**config.mk**
```make
export PLATFORM = sky130hd
export DESIGN_NAME = flash_pwr_ctl
export DESIGN_NICKNAME = d
export VERILOG_FILES = /design/src/rtl/flash_pwr_ctl.sv
export SDC_FILE = /design/constraint.sdc
export NUM_CORES = 1
export LEC_CHECK = 0
export BUFFER_PORTS_ARGS = -buffer_cell sky130_fd_sc_hd__buf_2
export CAP_MARGIN = 30
export CORE_ASPECT_RATIO = 1.2
export CORE_MARGIN = 10
export CORE_UTILIZATION = 40
export CTS_CLUSTER_DIAMETER = 120
export DETAILED_ROUTE_END_ITERATION = 8
export GPL_TIMING_DRIVEN = 0
export HOLD_SLACK_MARGIN = 0.12
export PLACE_DENSITY = 0.7
export RECOVER_POWER = 100
export SLEW_MARGIN = 20
export SYNTH_ARGS = -nofsm -noshare
export SYNTH_HDL_FRONTEND = slang
export SYNTH_SLANG_ARGS = --single-unit
```
**constraint.sdc**
```tcl
create_clock -name clk -period 1.4 [get_ports clk]
set_input_delay 0.14 -clock clk [delete_from_list [all_inputs] [get_ports clk]]
set_output_delay 0.14 -clock clk [all_outputs]
set_load 0.01 [all_outputs]
```
**src/rtl/flash_pwr_ctl.sv**
```systemverilog
module flash_pwr_ctl #(
  parameter logic [7:0] OP_SLEEP = 8'hB9,
  parameter logic [7:0] OP_WAKE  = 8'hAB,
  parameter int         CNT_W    = 4
) (
  input  logic       clk,
  input  logic       rst_n,
  input  logic       cs_n,
  input  logic       sck,
  input  logic       sdi,
  input  logic       busy_i,
  output logic [1:0] pwr_state,
  output logic       op_valid,
  output logic [7:0] op_code
);
  localparam int BYTE_BITS = 8;
  localparam logic [CNT_W-1:0] CNT_MAX  = {CNT_W{1'b1}};
  localparam logic [CNT_W-1:0] CNT_LAST = CNT_W'(BYTE_BITS - 1);
  localparam logic [CNT_W-1:0] CNT_BYTE = CNT_W'(BYTE_BITS);
  localparam logic [1:0] ST_STBY = 2'b00;
  localparam logic [1:0] ST_ACT  = 2'b01;
  localparam logic [1:0] ST_DEEP = 2'b10;

  logic             sck_q, cs_q, armed;
  logic [CNT_W-1:0] bit_cnt;
  logic [6:0]       shreg;
  logic [1:0]       nxt_state;

  wire       sck_rise  = sck & ~sck_q & ~cs_n;
  wire       cs_rise   = cs_n & ~cs_q;
  wire       byte_done = sck_rise && (bit_cnt == CNT_LAST);
  wire [7:0] byte_in   = {shreg, sdi};
  wire       in_deep   = (pwr_state == ST_DEEP);
  wire       wake      = in_deep && byte_done && (byte_in == OP_WAKE);
  wire       sleep_go  = cs_rise && armed && (bit_cnt == CNT_BYTE) && !busy_i && !in_deep;

  always_comb begin
    nxt_state = pwr_state;
    if (in_deep) begin
      if (wake) nxt_state = ST_ACT;
    end else if (sleep_go) begin
      nxt_state = ST_DEEP;
    end else if (!cs_n || busy_i) begin
      nxt_state = ST_ACT;
    end else begin
      nxt_state = ST_STBY;
    end
  end

  always_ff @(posedge clk or negedge rst_n) begin
    if (!rst_n) begin
      sck_q     <= 1'b0;
      cs_q      <= 1'b1;
      bit_cnt   <= '0;
      shreg     <= '0;
      armed     <= 1'b0;
      pwr_state <= ST_STBY;
      op_valid  <= 1'b0;
      op_code   <= '0;
    end else begin
      sck_q     <= sck;
      cs_q      <= cs_n;
      pwr_state <= nxt_state;
      op_valid  <= byte_done && (in_deep ? (byte_in == OP_WAKE) : (byte_in != OP_SLEEP));
      if (byte_done) op_code <= byte_in;
      if (cs_n) begin
        bit_cnt <= '0;
        armed   <= 1'b0;
      end else if (sck_rise) begin
        shreg <= byte_in[6:0];
        if (bit_cnt != CNT_MAX) bit_cnt <= bit_cnt + 1'b1;
        if (byte_done && !in_deep && byte_in == OP_SLEEP) armed <= 1'b1;
      end
    end
  end

  assert_reset_idle_R1: assert property (@(posedge clk)
    !rst_n |=> (pwr_state == ST_STBY && !op_valid));

  assert_cs_low_active_R2: assert property (@(posedge clk) disable iff (!rst_n)
    ($past(!cs_n) && $past(pwr_state) != ST_DEEP) |-> pwr_state == ST_ACT);

  assert_stby_needs_idle_R3: assert property (@(posedge clk) disable iff (!rst_n)
    (pwr_state == ST_STBY && $past(pwr_state) != ST_STBY) |-> $past(!busy_i));

  assert_strobe_single_R4: assert property (@(posedge clk) disable iff (!rst_n)
    op_valid |=> !op_valid);

  assert_sleep_needs_idle_R7: assert property (@(posedge clk) disable iff (!rst_n)
    $rose(pwr_state == ST_DEEP) |-> ($past(!busy_i) && $past(cs_n)));

  assert_quiet_in_deep_R8: assert property (@(posedge clk) disable iff (!rst_n)
    (pwr_state == ST_DEEP) |-> !op_valid);

  assert_exit_by_wake_R9: assert property (@(posedge clk) disable iff (!rst_n)
    ($past(pwr_state) == ST_DEEP && pwr_state != ST_DEEP) |-> (op_valid && op_code == OP_WAKE));
endmodule

```
==> results of run 1 <==
-- worst max path at each step --
| stage | start | depth (start not counted) | to | slack [ns] |
|---|---|---|---|---|
| 4_1_cts | bit_cnt[1] | 5 | op_code[0] | -0.11 |
| 2_1_floorplan | sck_q | 4 | op_code[0] | -0.10 |
| 3_5_place_dp | sck_q | 4 | op_code[1] | -0.28 |
| 3_3_place_gp | sck_q | 4 | op_code[5] | -0.25 |
| 5_1_grt | bit_cnt[1] | 5 | op_code[0] | -0.17 |
| 6_report | bit_cnt[0] | 5 | op_code[1] | -0.12 |
-- power by group --
group	leakage (nW)	total [mW]	internal [mW]	switching, mW
Sequential	0.329	0.900	0.807	0.0932
Clock	0.0150	0.300	0.111	0.189
Combinational	0.275	0.193	0.114	0.0790
-- logic make-up (layout without fill, tap and decap cells) --
kind of cell / count (synthesis) / count (layout) / synth area share [%]
and+or+nand+nor: 26 / 26 / 17.49
DFF: 25 / 25 / 56.17
muxes: 16 / 16 / 15.92
AOI/OAI and AO/OA: 11 / 11 / 6.166
buffers and inverters: 4 / 36 / 2.018
adders and majority gates: 2 / 2 / 2.242
-- state kept, by name (all words and copies together), names as in the netlist --
name / count
shreg: 7
sck_q: 1
pwr_state: 2
op_code: 8
armed: 1
op_valid: 1
bit_cnt: 4
cs_q: 1
-- cell type report --
| type | count | area, µm² |
|---|---|---|
| inverters | 3 | 11.26 |
| flip-flops and latches | 25 | 626.9 |
| plain buffers | 1 | 11.26 |
| repair buffers | 28 | 170.2 |
| clock buffers | 4 | 26.28 |
| fillers | 249 | 1239 |
| well taps | 33 | 41.29 |
| multi-input cells | 55 | 476.7 |
-- per-layer routing --
| metal | track usage [%] | part of all wire, % |
|---|---|---|
| met1 | 10.46 | 43 |
| met2 | 13.25 | 48 |
| met3 | 2.443 | 6.7 |
| met4 | 4.839 | 1.7 |
| met5 | 0 | 0 |
-- worst register-to-register path, delay by kind of cell (launching register included) --
family        cells  cell delay, ns
fa+ha+maj         1            0.20
mux               1            0.30
simple gates      2            0.39
buf+inv           1            0.13
flops             1            0.41
-- cell usage in the layout, fill, tap and decap left out, types with 3 or more instances in the layout --
cell type      count
clkbuf_1          14
mux2_2            13
dlygate4sd3_1      5
nor2b_1            4
o21ai_0            3
dfrtp_1           24
inv_1              3
buf_4              6
clkbuf_4           3
a21oi_1            4
and4b_1            3
-- stage by stage --
stage               setup TNS, ns  cells
floorplan                 -0.8040     84
finish                    -0.8865    149
global route               -1.505    149
global placement           -2.058    133
detailed placement         -2.240    133
CTS                       -0.8347    147
-- timing repair --
item	CTS	global route
pin swaps	2	1
setup endpoints to repair	11	12
buffers inserted	4	2
cloned	1	0
gates resized for setup	4	2
hold buffers	5	0
endpoints found under the hold margin	34	0
==> results.txt, run 1 <==
The maximum number of pins on one net before global-route repair came out at 26. The final weighted congestion in routability-driven placement is 0.7834. The clock skew after layout came out at 0.007560 ns. For this run, the top clock speed supported by timing is 656.2 MHz.

The worst hold path belongs to the class in2reg. In this run the clock root is driven by a clkbuf_4. The power per standard cell area is 1022 nW/µm². The category of the critical setup timing path is reg2reg.

The run finished, with violations left. The number of distinct library cells after synthesis is 28. The die covers 5312 µm².

Summing over every cut layer, the via total after detailed routing is 763. Traced cell by cell, the critical path runs through ha_2 > and3b_2 > and2_4 > buf_6 > mux2_4. Setup repair after global routing could not meet its margin everywhere. The CTS sink count came out at 25. The worst slew margin relative to its limit is 59.86%. The number of nets produced by synthesis is 92. The number of antenna diodes in the final layout is 0. The largest total area in the synthesized netlist belongs to dfrtp_1.

The analysis attributes to cell leakage a power of 0.6188 nW. dfrtp_1 is the most common cell in the netlist. The maximum buffer depth of the clock tree is 2. After synthesis, the cell types taking the most area are dfrtp_1 54%, mux2_2 14%, and4b_1 2.7%. The worst hold path terminates at bit_cnt[1]. The count of mapped cells out of synthesis came out at 84. Once detail routing completed, the nets flagged for antenna violations numbered 0. Across the VDD grid, the largest voltage drop is 0.8763 mV. The port buffer count is 16.

After layout, the worst path uses 108.8% of the clock period. The worst stage delay on the critical path is 0.41 ns. The share of final-layout standard cells stronger than drive strength 1 came out at 30.17%.

The checks that failed: setup timing. The worst setup path is captured at a flop. The instance area after placement came out at 1237 µm². The worst setup path is launched from a flop.

The number of buffers added by the clock tree synthesis step is 3. The starting DRC count in detailed routing came out at 20. The data arrival at the endpoint of the critical path is 1.72 ns. The max capacitance violation total came out at 0.

The register-to-register setup slack came out at -0.12 ns. The vertical die dimension is 77.87 µm. In this run the worst path has a maximum fanout of 5. The number of cells on the worst reg-to-reg path is 5.

Of all flip-flops after synthesis, the portion carrying an async set or reset was 100.0%. For this run the aggregate overflow at the end of global routing stands at 0. The synthesized flop and latch total is 25. The first TritonRoute pass finished after 4 iterations.

The initial antenna violation count is 0. The die boundary width came out at 68.22 µm. The CTS clock-pin slew for the worst setup and hold paths is 0.12 ns. The cell type group with the largest total delay on the critical path is flip-flops.

The number of primary I/O pins came out at 17. The number of synthesis warnings is 0. The shortest clock period the worst path allows after layout is 1.524 ns. The core footprint came out at 2603 µm².

Setup violations remaining at the end of the flow were counted as 9. The net count of the finished layout is 125. The initial core utilization is 42.88%. The wire length of the first global-routing pass is 3636 µm. Together, buffers and inverters on the worst path number 1.

The clock latency reported for the late side of the worst-skew pair came out at 0.31 ns. The aggregate routed wire length came out at 2109 µm. At the pin with the least slew margin, the transition time is 0.6020 ns. The number of hold violations in the final report came to 0. The terminus of the critical flop-to-flop path is op_code[1]. The placed wire-length estimate after detailed placement is 1492 µm.

The mean post-synth cell area is 13.29 µm². The final total power came out at 1.394 mW. The number of cells traversed by the worst hold path came out at 4. Final hold analysis gives a worst-case slack of 0.2625 ns. The worst endpoint required time is 1.60 ns. The worst setup margin came out at -0.1239 ns.

By count the netlist is led by 24 x dfrtp_1, 14 x mux2_2, 4 x a21oi_1, 4 x nor2b_1. The worst hold path begins at sck. The number of pins with negative max-slew slack in the final report is 0. TritonCTS built the clock tree. The main flop type after synthesis is dfrtp_1.

After synthesis the cells add up to 1116 µm². In this run the critical register-to-register path is launched from bit_cnt[0]. The per-cell via count in the routed design came out at 5.121. The number of global-route vias before repair came out at 801. The number of H-tree branching levels is 1.

Sequential cells were found to cover 56.17% of the synthesized design area. At the placement stage, the worst setup path has a slack of -0.2776 ns. The initialized floorplan defines 20 standard-cell rows. The post-layout instance area is 1364 µm².

The final core area utilization is 52.40%. The slowest stage cell on the critical path is dfrtp_1. The area share of the largest cell type after synthesis came out at 53.81%. Compared with the post-synthesis result, the final layout area differs by 22.20%. The detailed-route DRC error count came out at 0. Dividing the detail-routed wire length by the instance count gives 14.15 µm. The global-route usage over all layers is 8.654%.

The count of flip-flops with a built-in enable after synthesis is 0.
Power figures use the tool's default switching activity.
==> run 2: changes to the inputs <==
Settings changed: CORE_MARGIN 10 to 4, MAX_ROUTING_LAYER set to met4.
==> run 2 against run 1 <==
  * The flow still finishes with violations (setup timing)
  * Final area rose by 3.5%
  * Critical path depth stayed put
  * Sequential cell count unchanged
  * Cell count unchanged
  * Sequential share of layout area down 1.5 points
  * Critical endpoint is now op_code[4]
==> results.txt, run 2 (synthesis gave the netlist of run 1 again) <==
The number of primary I/O pins came out at 17 (unchanged). The data arrival at the endpoint of the critical path came out at 1.71 ns (was 1.72 ns). The final core area utilization is 54.23% (was 52.40%). The number of cell rows came out at 20 (unchanged). The total leakage power came out at 0.6266 nW (was 0.6188 nW). The max capacitance violation total was 0 (unchanged). The number of cells traversed by the worst hold path came out at 4 (unchanged). The port buffer count was 16 (unchanged). Violations in the final reports: setup timing (unchanged).

The CTS sink count was 25 (unchanged). The kind of capture point of the worst setup path is a flop (unchanged). The worst setup margin is -0.09543 ns (was -0.1239 ns). The vertical die dimension came out at 65.87 µm (was 77.87 µm). The wire length of the first global-routing pass is 3933 µm (was 3636 µm).

The origin of the worst min-delay path is cs_n (was sck). The worst endpoint required time came out at 1.61 ns (was 1.60 ns). The starting DRC count in detailed routing is 12 (was 20).

The worst stage delay on the critical path is 0.44 ns (was 0.41 ns). The total instance count after detailed placement came out at 133 (unchanged). The slowest stage cell on the critical path is dfrtp_1 (unchanged). The peak supply drop is 0.7271 mV (was 0.8763 mV).

The detailed-route DRC error count came to 0 (unchanged). The power per standard cell area came to 999.6 nW/µm² (was 1022 nW/µm²). The maximum number of pins on one net before global-route repair was 26 (unchanged). Biggest registers after layout: op_code: 8 flops, shreg: 7 flops, bit_cnt: 4 flops (unchanged).

The launching point of the worst reg2reg path is bit_cnt[0] (unchanged). The final cell count without fillers is 149 (unchanged). The number of pins with negative max-slew slack in the final report came out at 0 (unchanged).

The worst setup slack after placement is -0.2950 ns (was -0.2776 ns). The residual antenna-violating net count after detailed routing came out at 0 (unchanged). The final weighted congestion in routability-driven placement is 0.7792 (was 0.7834). Most used cells in the layout excluding fill and tap cells: 24 x dfrtp_1, 14 x clkbuf_1, 8 x mux2_4 (was 24 x dfrtp_1, 14 x clkbuf_1, 13 x mux2_2). The worst slew margin relative to its limit came out at 60.16% (was 59.86%). Cells along the critical path: ha_4 > and3b_1 > and2_4 > buf_6 > mux2_4 (was ha_2 > and3b_2 > and2_4 > buf_6 > mux2_4). The number of global-route vias before repair is 895 (was 801). The area enclosed by the die boundary is 3703 µm² (was 5312 µm²).

The count of final setup violators came to 8 (was 9). The global-route usage over all layers is 13.75% (was 8.654%). The register-to-register setup slack is -0.1 ns (was -0.12 ns). The number of buffer and inverter instances along the worst setup path is 1 (unchanged).

The number of buffers added by the clock tree synthesis step came out at 3 (unchanged). The via count of the routed design came to 789 (was 763). The total inserted antenna cells is 0 (unchanged). The die boundary width was 56.22 µm (was 68.22 µm).

The startpoint kind of the worst setup timing path is a flop (unchanged). The maximum buffer depth of the clock tree was 2 (unchanged). The terminus of the critical flop-to-flop path is op_code[4] (was op_code[1]). The final total power is 1.411 mW (was 1.394 mW). The worst-case hold path end point is pwr_state[1] (was bit_cnt[1]). The number of H-tree branching levels is 1 (unchanged). The first-pass iteration count of the detailed router came out at 4 (unchanged). The beginning of the critical path was bit_cnt[0] (unchanged). The share of final-layout standard cells stronger than drive strength 1 is 31.03% (was 30.17%). The shortest clock period the worst path allows after layout is 1.495 ns (was 1.524 ns). The TritonCTS clock tree is built (unchanged). The length in cells of the worst reg-to-reg path came out at 5 (unchanged).

The root buffer selected by CTS is clkbuf_4 (unchanged). The actual transition at the worst max-transition pin came out at 0.5976 ns (was 0.6020 ns). The average wire length per cell after detail routing is 14.58 µm (was 14.15 µm). The fmax is 668.7 MHz (was 656.2 MHz). The most common library cell in the layout ignoring fill and taps was dfrtp_1 (unchanged). The cell type group with the largest total delay on the critical path is flip-flops (unchanged).

The CTS clock-pin slew for the worst setup and hold paths was 0.13 ns (was 0.12 ns). The per-cell via count in the routed design came to 5.295 (was 5.121). The aggregate routed wire length is 2172 µm (was 2109 µm). The number of flip-flops in the largest register is 8 (unchanged).

The core footprint was 2603 µm² (unchanged). The placed wire-length estimate after detailed placement came out at 1405 µm (was 1492 µm). The type of the worst min-delay path is in2reg (unchanged). The hold slack came out at 0.2937 ns (was 0.2625 ns). The clock latency reported for the late side of the worst-skew pair came out at 0.31 ns (about the same).

The category of the critical setup timing path is reg2reg (unchanged). Setup repair after global routing missed its margin: yes (unchanged). The clock skew after layout was 0.006801 ns (was 0.007560 ns). The total grt overflow came out at 0 (unchanged). The register containing the most flip-flops in the final layout was op_code (unchanged).

The largest fanout on the critical path came out at 5 (unchanged). The number of nets in the final layout was 125 (unchanged). The initial core utilization came out at 42.88% (unchanged).

The area overhead of the layout relative to synthesis is 26.46% (was 22.20%). The period utilization is 106.8% (was 108.8%). The number of hold violations in the final report is 0 (unchanged). Run status: finished, violations left (unchanged). The initial antenna violation count is 0 (unchanged).
run 2: timing repair:
action / 4_1_cts / 5_1_grt
cloned: 1 / 0
buffers inserted: 4 / 2
gates resized for setup: 12 / 4
setup endpoints to repair: 11 / 11
hold buffers: 5 / 0
hold endpoints to repair: 34 / 0
pin swaps: 2 / 3
run 2: where the power goes:
| group | internal (mW) | switching, mW | total [mW] |
|---|---|---|---|
| combinational | 0.116 | 0.0789 | 0.195 |
| clock | 0.111 | 0.199 | 0.310 |
| sequential | 0.807 | 0.0988 | 0.906 |
run 2: how the worst max path moves through the flow:
stage | cells past startpoint | to | slack, ns
floorplan | 4 | op_code[0] | -0.10
global placement | 4 | op_code[3] | -0.25
detailed placement | 4 | op_code[5] | -0.30
CTS | 5 | op_code[5] | -0.09
global route | 5 | op_code[5] | -0.14
finish | 5 | op_code[4] | -0.1
run 2: cell type report:
cell class	count	area, µm²
Fill cell	237	1191
Sequential cell	25	626.9
Multi-Input combinational cell	55	523.0
Timing Repair Buffer	28	171.4
Tap cell	33	41.29
Clock buffer	4	26.28
Buffer	1	11.26
Inverter	3	11.26
run 2: per-stage QoR:
step	setup TNS [ns]	instance area [µm²]
final	-0.7438	1411
after global routing	-1.520	1411
after CTS	-0.6839	1390
after detailed placement	-2.474	1237
after global placement	-2.071	1237
after floorplan	-0.8040	1116
run 2: worst reg2reg max path, cell delays in order, from the launching register on:
cell and delay (ns):
dfrtp_1 0.44, ha_4 0.19, and3b_1 0.18, and2_4 0.17, buf_6 0.13, mux2_4 0.29
run 2: metal layers:
layer	wire length, µm	part of all wire, %	vias up	global-route usage, %
met5	0	0	-	-
met4	39	1.8	0	8.309
met3	79	3.6	4	2.734
met2	1125	52	15	22.37
met1	927	43	399	15.70
li1	-	-	371	-
==> run 3: changes to the inputs <==
Settings changed: ABC_AREA set to 1.
==> run 3 against run 2 <==
  * Routed wire length is 6.2% lower
  * Combinational power is 23% lower
  * Sequential cell count stayed put
  * Clock power hardly changed
  * Largest power group unchanged
  * Sequential share of layout area is 2.7 points higher
  * Final area is 5.8% lower
  * Register-to-register slack better by 0.20 ns
  * Via count is 9.3% higher
  * Highest routed layer unchanged
  * Worst setup slack better by 0.16 ns
  * Cell count is 26% higher
  * The run now ends clean
  * Critical path depth is 4 higher
==> results.txt, run 3 <==
The kind of capture point of the worst setup path is a flop (unchanged). The number of cell rows is 20 (unchanged). The first-pass iteration count of the detailed router is 4 (unchanged). The instance area after placement came out at 1245 µm² (was 1237 µm²). The total grt overflow is 0 (unchanged). The critical path capture point is op_code[5] (was op_code[4]). The power per standard cell area is 958.6 nW/µm² (was 999.6 nW/µm²). The count of mapped cells out of synthesis came out at 125 (was 84). The post-layout instance area came out at 1330 µm² (was 1411 µm²). The biggest area consumer among synthesized cells is dfrtp_1 (unchanged). The fraction of registers with async set or reset after synthesis is 100.0% (unchanged). The beginning of the critical path is cs_n (was bit_cnt[0]). The most common library cell in the layout ignoring fill and taps is nand2_1 (was dfrtp_1). The count of flip-flops with a built-in enable after synthesis came out at 0 (unchanged). The most used routing layer is met2 (unchanged). The worst slew margin relative to its limit came out at 58.84% (was 60.16%). The port buffer count was 16 (unchanged). The largest fanout on the critical path came out at 10 (was 5). The placed wire-length estimate after detailed placement came to 1436 µm (was 1405 µm). Leading cell types by total area after synthesis: dfrtp_1 53%, nand2_1 12%, inv_1 6.0% (was dfrtp_1 54%, mux2_2 14%, and4b_1 2.7%). The final cell count without fillers came out at 187 (was 149). The shortest clock period the worst path allows after layout came out at 1.336 ns (was 1.495 ns). The hold slack is 0.3511 ns (was 0.2937 ns). Biggest registers after layout: op_code: 8 flops, shreg: 7 flops, bit_cnt: 4 flops (unchanged). The worst setup slack after placement is -0.03569 ns (was -0.2950 ns).

The vertical die dimension came out at 66.06 µm (was 65.87 µm). The data arrival at the endpoint of the critical path came to 1.55 ns (was 1.71 ns). The synthesized flop and latch total is 25 (unchanged). Setup repair after global routing missed its margin: no (was yes).

The number of primary I/O pins is 17 (unchanged). The clock network fraction of design power came to 24.4% (was 22.0%). The max capacitance violation total is 0 (unchanged). The total leakage power came out at 0.6276 nW (was 0.6266 nW). Most used cells in the layout excluding fill and tap cells: 36 x nand2_1, 24 x dfrtp_1, 18 x inv_1 (was 24 x dfrtp_1, 14 x clkbuf_1, 8 x mux2_4). The startpoint kind of the worst setup timing path is an input port (was flop). The final total power was 1.275 mW (was 1.411 mW). The actual transition at the worst max-transition pin is 0.6173 ns (was 0.5976 ns).

The type of the worst min-delay path is in2async (was in2reg). The fmax was 748.2 MHz (was 668.7 MHz). The part of the Yosys area used for sequential elements was 55.79% (was 56.17%).

The global-route usage over all layers is 12.39% (was 13.75%). The number of distinct library cells after synthesis is 20 (was 28). The share of final-layout standard cells stronger than drive strength 1 is 14.94% (was 31.03%). The terminus of the critical flop-to-flop path is op_code[5] (was op_code[4]).

The area overhead of the layout relative to synthesis came out at 18.37% (was 26.46%). The summed negative setup slack over all endpoints came out at 0 ns (was -0.7438 ns). The category of the critical setup timing path is in2reg (was reg2reg). The via count of the routed design is 862 (was 789). The maximum buffer depth of the clock tree came to 2 (unchanged).

The internal portion of total power is 0.9412 mW (was 1.034 mW). The number of nets produced by synthesis came out at 133 (was 92). The total instance count after detailed placement is 174 (was 133). The number of flip-flops in the largest register came out at 8 (unchanged). The per-cell via count in the routed design came to 4.610 (was 5.295).

The number of buffers added by the clock tree synthesis step came out at 3 (unchanged). The part of the total power dissipated in sequential elements is 63.8% (was 64.2%). The total inserted antenna cells came to 0 (unchanged).

The power spent charging and discharging nets is 0.3338 mW (was 0.3766 mW). The number of hold violations in the final report is 0 (unchanged). The number of H-tree branching levels came out at 1 (unchanged).

The global-route track usage on met2 is 20.47% (was 22.37%). The mean post-synth cell area is 8.989 µm² (was 13.29 µm²). The detailed-route DRC error count is 0 (unchanged). The die boundary width came out at 56.38 µm (was 56.22 µm).

The initial antenna violation count came out at 0 (unchanged). The fill cell instance count of the final layout is 267 (was 237). The worst endpoint required time came out at 1.62 ns (was 1.61 ns).

The residual antenna-violating net count after detailed routing came out at 0 (unchanged). The logic gate share of total power was 11.9% (was 13.8%). The synthesized cell area is 1124 µm² (was 1116 µm²).

The period utilization came to 95.46% (was 106.8%). The CTS sink count came to 25 (unchanged). Run status: completed (was finished, violations left). Top cells by instance count after synthesis: 36 x nand2_1, 24 x dfrtp_1, 18 x inv_1 (was 24 x dfrtp_1, 14 x mux2_2, 4 x a21oi_1, 4 x nor2b_1). The main flop type after synthesis is dfrtp_1 (unchanged). The clock skew after layout is 0.002987 ns (was 0.006801 ns).

The clock latency reported for the late side of the worst-skew pair is 0.31 ns (about the same). The aggregate routed wire length came out at 2038 µm (was 2172 µm). The number of nets in the final layout is 163 (was 125). The starting DRC count in detailed routing came to 39 (was 12). The count of final setup violators is 0 (was 8). The core footprint was 2603 µm² (unchanged). The met3 global-route usage is 1.953% (was 2.734%). The final weighted congestion in routability-driven placement came out at 0.7561 (was 0.7792). The number of synthesis warnings came to 0 (unchanged).

The final core area utilization is 51.11% (was 54.23%). The proportion of total power due to net switching came to 26.18% (was 26.69%). The area enclosed by the die boundary is 3724 µm² (was 3703 µm²). The area share of the largest cell type after synthesis was 53.45% (was 53.81%). The maximum number of pins on one net before global-route repair was 26 (unchanged).

The CTS clock-pin slew for the worst setup and hold paths came out at 0.13 ns (about the same). The wire length of the first global-routing pass is 3560 µm (was 3933 µm). The register-to-register setup slack is 0.10 ns (was -0.1 ns). The worst setup margin came to 0.06351 ns (was -0.09543 ns). The register containing the most flip-flops in the final layout was op_code (unchanged). The met1 usage in global routing came out at 14.72% (was 15.70%).

The cell with the most instances after synthesis is nand2_1 (was dfrtp_1). The root buffer selected by CTS is clkbuf_4 (unchanged). The launching point of the worst reg2reg path is bit_cnt[1] (was bit_cnt[0]). The average wire length per cell after detail routing is 10.90 µm (was 14.58 µm). The length in cells of the worst reg-to-reg path came out at 7 (was 5). The peak supply drop came to 0.5352 mV (was 0.7271 mV). The number of pins with negative max-slew slack in the final report came out at 0 (unchanged). The number of global-route vias before repair came out at 853 (was 895).

The TritonCTS clock tree was built (unchanged). The initial core utilization came out at 43.17% (was 42.88%).
run 3: changes by cell type after synthesis, moves of 3 or more:
cell,before,now
inv_1,3,18
nand2_1,1,36
o21ai_2,0,7
nor2b_1,4,0
nor2_1,0,9
o21ai_0,3,9
and4b_1,3,0
mux2_2,14,0
run 3: worst min path at each step:
stage	start	endpoint	slack, ns	cells past startpoint
after CTS	rst_n	bit_cnt[1]	0.33	2
after floorplan	rst_n	armed	-0.16	0
after global routing	rst_n	bit_cnt[0]	0.39	2
final	rst_n	bit_cnt[0]	0.35	2
after detailed placement	rst_n	bit_cnt[0]	0.16	1
after global placement	rst_n	bit_cnt[0]	0.16	1
run 3: power by group through the flow:
| stage | combinational, mW | clock (mW) | sequential (mW) |
|---|---|---|---|
| global placement | 0.136 | 0 | 0.826 |
| finish | 0.151 | 0.311 | 0.813 |
| global route | 0.181 | 0.368 | 0.821 |
| floorplan | 0.0944 | 0 | 0.819 |
| CTS | 0.154 | 0.339 | 0.815 |
| detailed placement | 0.140 | 0 | 0.829 |
run 3: timing repair:
action	in CTS	in global routing
buffers inserted	1	3
endpoints found under the hold margin	32	0
hold buffers	5	0
resized for setup	1	1
pin swaps	0	1
endpoints found under the setup margin	8	6
gates cloned	0	0
run 3: routing by layer:
| layer | part of all wire, % | up-vias |
|---|---|---|
| met5 | 0 | - |
| met4 | 0.64 | 0 |
| met3 | 3.4 | 2 |
| met2 | 50 | 12 |
| met1 | 46 | 400 |
| li1 | - | 448 |
run 3: cell families (layout without fill, tap and decap cells):
group	count (synthesis)	in the layout	synth area share, %
simple gates	55	55	21.83
flops	25	25	55.79
buf+inv	22	51	8.017
compound gates	21	21	12.14
fa+ha+maj	2	2	2.227
run 3: final cells by class:
class | instances | area (µm²) | share of cell area [%]
clock buffer | 4 | 26.28 | 1.976
tap | 33 | 41.29 | 3.104
multi-input combinational | 78 | 397.9 | 29.92
sequential | 25 | 626.9 | 47.13
timing repair buffer | 25 | 145.1 | 10.91
buffer | 2 | 15.01 | 1.129
inverter | 20 | 77.57 | 5.833
run 3: critical path, stage by stage:
cell and delay [ns]:
dlygate4sd3_1 0.53, buf_2 0.15, inv_4 0.09, nand3_4 0.11, nor2_4 0.18, inv_2 0.09, buf_6 0.15, nand2_1 0.07
o21ai_2 0.05
